===== src/rtl/excl_monitor.sv =====
module excl_monitor #(
  parameter int ID_W = 2,
  parameter int AW   = 32,
  parameter int SW   = 2
) (
  input  logic            clk,
  input  logic            rst_n,
  input  logic            req_valid,
  input  logic [2:0]      req_op,
  input  logic [AW-1:0]   req_addr,
  input  logic [ID_W-1:0] req_id,
  input  logic [SW-1:0]   req_size,
  input  logic            req_shared,
  output logic            rsp_valid,
  output logic            rsp_pass,
  output logic            rsp_fault
);
  localparam int NREQ = 1 << ID_W;
  localparam logic [2:0] OP_MARK = 3'd1;
  localparam logic [2:0] OP_CHK  = 3'd2;
  localparam logic [2:0] OP_CLR  = 3'd3;
  localparam logic [2:0] OP_WR   = 3'd4;

  logic [NREQ-1:0] loc_v, glb_v;
  logic [AW-1:0]   loc_a [NREQ];
  logic [AW-1:0]   glb_a [NREQ];
  logic [SW-1:0]   loc_s [NREQ];
  logic [SW-1:0]   glb_s [NREQ];

  function automatic logic [AW-1:0] low_bits(input logic [SW-1:0] s);
    return (AW'(1) << s) - AW'(1);
  endfunction

  logic is_chk, misal, l_hit, g_hit, ok;
  logic [NREQ-1:0] snoop_hit;

  assign is_chk = req_valid && (req_op == OP_CHK);
  assign misal  = |(req_addr & low_bits(req_size));
  assign l_hit  = loc_v[req_id] && (loc_a[req_id] == req_addr) && (loc_s[req_id] == req_size);
  assign g_hit  = glb_v[req_id] && (glb_a[req_id] == req_addr) && (glb_s[req_id] == req_size);
  assign ok     = !misal && l_hit && (!req_shared || g_hit);

  for (genvar i = 0; i < NREQ; i++) begin : g_snoop
    logic [SW-1:0] big;
    assign big = (glb_s[i] > req_size) ? glb_s[i] : req_size;
    assign snoop_hit[i] = glb_v[i] && ((glb_a[i] & ~low_bits(big)) == (req_addr & ~low_bits(big)));
  end

  always_ff @(posedge clk) begin
    if (!rst_n) begin
      loc_v     <= '0;
      glb_v     <= '0;
      rsp_valid <= 1'b0;
      rsp_pass  <= 1'b0;
      rsp_fault <= 1'b0;
      for (int i = 0; i < NREQ; i++) begin
        loc_a[i] <= '0;
        glb_a[i] <= '0;
        loc_s[i] <= '0;
        glb_s[i] <= '0;
      end
    end else begin
      rsp_valid <= is_chk;
      rsp_pass  <= is_chk && ok;
      rsp_fault <= is_chk && misal;
      if (req_valid) begin
        case (req_op)
          OP_MARK: begin
            loc_v[req_id] <= 1'b1;
            loc_a[req_id] <= req_addr;
            loc_s[req_id] <= req_size;
            if (req_shared) begin
              glb_v[req_id] <= 1'b1;
              glb_a[req_id] <= req_addr;
              glb_s[req_id] <= req_size;
            end
          end
          OP_CHK: if (ok) loc_v[req_id] <= 1'b0;
          OP_CLR: loc_v[req_id] <= 1'b0;
          OP_WR:  if (req_shared) glb_v <= glb_v & ~snoop_hit;
          default: ;
        endcase
      end
    end
  end
endmodule


===== config.mk =====
export PLATFORM = sky130hd
export DESIGN_NAME = excl_monitor
export DESIGN_NICKNAME = d
export VERILOG_FILES = /design/src/rtl/excl_monitor.sv
export SDC_FILE = /design/constraint.sdc
export NUM_CORES = 1
export LEC_CHECK = 0
export BUFFER_PORTS_ARGS = -buffer_cell sky130_fd_sc_hd__buf_2
export CORE_MARGIN = 3
export CORE_UTILIZATION = 40
export DETAILED_ROUTE_END_ITERATION = 7
export HOLD_SLACK_MARGIN = 0.06
export SLEW_MARGIN = 20
export SYNTH_ARGS = -nofsm -noshare
export SYNTH_HDL_FRONTEND = slang
export SYNTH_SLANG_ARGS = --single-unit

===== constraint.sdc =====
create_clock -name clk -period 10.3 [get_ports clk]
set_input_delay 0.515 -clock clk [delete_from_list [all_inputs] [get_ports clk]]
set_output_delay 0.515 -clock clk [all_outputs]
set_load 0.01 [all_outputs]

==> qor.csv <==
metric;value;unit
drv_slew;0;
cp-start-kind;input port;
finalCritPeriodShare;0.3970;
async_flop_share;0;
dr.pass1.iters;5;
ys_dominant_reg_cell;edfxtp_1;
worstMarginPinSlew;1.015;ns
wirelength;46310;um
crit_arrival;4.29;ns
vias;10510;
ys_seq_area_frac;0.5442;
dp_hpwl;30070;um
worstPathRequired;10.50;ns
ios;46;
crit_type;input port to flip-flop;
fin_tns_setup;0;ns
multi_input_area;0.006404;sq mm
cts_tree;built;
antenna_cells;0;
netlist_area;0.01541;sq mm
powerDensity;168.2;mW/mm^2
grt_antenna_before_repair;1;
leakagePower;0.006722;uW
ys_types;55;
run_status;completed;
start_util;0.4073;
rsz0062_at_grt;false;
fillerInstances;3523;
cts_buffer_depth;3;
crit_path_end_kind;flip-flop;
synth-edff-count;272;
cpPeakStageDelay;1.04;ns
crit_fanout;105;
holdCritPathClass;input port to flip-flop;
hold_buffers;0;
grt_pass1_vias;10580;
slew_headroom;0.3235;
synth-seq-cells;283;
grt_pass1_wl;68840;um
numCtsBuffers;31;
period_minus_slack;4.089;ns
cts.reportedPaths.clkPinSlew;0.06;ns
finClkSkew;0.01719;ns
dp.cells;1724;
die_w;202.3;um
register_area;0.008388;sq mm
port_buffers;45;
cts_sinks;283;
drtIter0Drc;1072;
crit_top_cell;nand2_1;
cts_root_buf;clkbuf_16;
die_h;202.3;um
grt_use_total;0.2235;
cap_violations;0;
crit_path_cell_trace;buf_2, nor2b_1, nand2_1, nor2_2, and2_2, buf_4, nand2_1, nand2_2;
gp_congestion;0.9007;
coreArea;0.03784;sq mm
overflow;0;
rows;71;
setup_violations;0;
nets;1307;
post_drt_wl_per_cell;25.99;um
cp_slowest_cell;nand2_2;
hold_violations;0;
max_freq;0.2446;GHz
drc;0;
routed_via_density;5.897;
yosysWarnings;0;
ant_nets;0;
grt_max_degree;106;
synth.net_count;1344;
dieArea;0.04093;sq mm
syn_avg_cell_area;12.01;sq um
final_layout_size_suffix_gt1_frac;0.1369;
synthCells;1283;
post_cts_resized;0;
clock_latency;0.59;ns
cts.htree.levels;1;
cts_setup_buffers;0;
instances_no_fill;1782;
irDropWorstVdd;0.0001417;V
synthToLayoutAreaGrowth;10.15;%
[flip-flops by register name, summed over array words and instances, names as in the netlist, named ones only]
name / cells
loc_s: 8
rsp_fault: 1
glb_a: 128
loc_a: 128
glb_v: 4
glb_s: 8
rsp_valid: 1
rsp_pass: 1
[cell type report]
| class | instances | area share |
|---|---|---|
| multi-input cells | 833 | 0.3772 |
| clock inverters | 18 | 0.01216 |
| inverters | 38 | 0.008401 |
| well taps | 511 | 0.03766 |
| clock buffers | 40 | 0.05063 |
| repair buffers | 59 | 0.01997 |
| flip-flops and latches | 283 | 0.4940 |
[cells in the final DEF (no fill, tap or decap), types with 28 or more instances in the layout]
cell / synthesis / routed
inv_1: 35 / 35
nor4_1: 28 / 28
edfxtp_1: 272 / 272
mux2i_1: 58 / 58
xor2_1: 112 / 112
xnor2_1: 63 / 63
mux4_2: 39 / 39
and3_1: 191 / 191
nand2_1: 57 / 52
clkbuf_16: 0 / 31
buf_2: 13 / 43
nor2_1: 93 / 87
[stage by stage]
step / instance area [sq um] / worst slack, ns / power [uW] / util / hold slack (ns)
after global placement: 15910 / 5.764 / 1709 / 0.4204 / 0.4839
after floorplan: 15410 / 2.807 / 1593 / - / 0.4665
after global routing: 16980 / 5.955 / 2948 / 0.4487 / 0.3714
final: 16980 / 6.211 / 2856 / 0.4487 / 0.3767
after detailed placement: 15910 / 5.689 / 1712 / 0.4204 / 0.4897
after CTS: 16980 / 6.320 / 2870 / 0.4486 / 0.3447
[synthesized netlist by cell type, drive strengths merged, types with 4 or more instances]
cell	number	share of area
a31o	4	0.0023
o221ai	4	0.0023
a21oi	19	0.0062
xnor2	63	0.036
nand3	12	0.0039
a31oi	9	0.0037
nor2	93	0.023
xor2	112	0.064
inv	36	0.0088
o21ai	23	0.0075
edfxtp	272	0.53
nor4	28	0.011
ha	18	0.015
dfxtp	11	0.014
clkbuf	102	0.025
nand4	22	0.0093
nor2b	6	0.0024
mux2i	58	0.038
buf	27	0.010
o211ai	4	0.0019
o22ai	11	0.0045
nand2	57	0.014
a211oi	4	0.0019
and3	191	0.078
nor3	13	0.0042
mux4	42	0.062
[routing by layer]
| metal | vias to the layer above | global-route usage | routed length, um |
|---|---|---|---|
| met1 | 5268 | 0.3062 | 19410 |
| met4 | 0 | 0.08661 | 1956 |
| met5 | - | 0 | 0 |
| met2 | 475 | 0.3533 | 21260 |
| met3 | 112 | 0.04332 | 3685 |
| li1 | 4653 | - | - |
[worst max-delay path, delay by kind of cell]
kind	cells	cell delay, ns
AND/OR/NAND/NOR	6	2.78
buffers and inverters	2	0.86
[power by group]
part	internal (uW)	leakage (uW)	switching [uW]
Combinational	116	0.00354	215
Sequential	1320	0.00265	35.6
Clock	689	0.000528	477
Total	2130	0.00672	727
[worst paths after layout]
check | endpoint | cells past startpoint | startpoint | slack, ns
hold / removal | rsp_valid | 3 | req_op[1] | 0.38
setup reg to reg | flip-flop | 7 | glb_a[2][5] | 7.20
setup / recovery | loc_a[1][15] | 8 | req_valid | 6.21
hold reg to reg | flip-flop | 1 | flip-flop | 0.51
[cells by family (layout without fill, tap and decap cells)]
kind of cell / count (synthesis) / after routing / synth area share
XOR/XNOR: 175 / 175 / 0.09943
flip-flops: 283 / 283 / 0.5442
buffers and inverters: 167 / 155 / 0.04440
AND/OR/NAND/NOR: 434 / 434 / 0.1511
AO/OA/AOI/OAI: 104 / 104 / 0.04513
adder cells (fa/ha/maj): 18 / 18 / 0.01461
multiplexers: 102 / 102 / 0.1012
(Power assumes the default switching activity.)
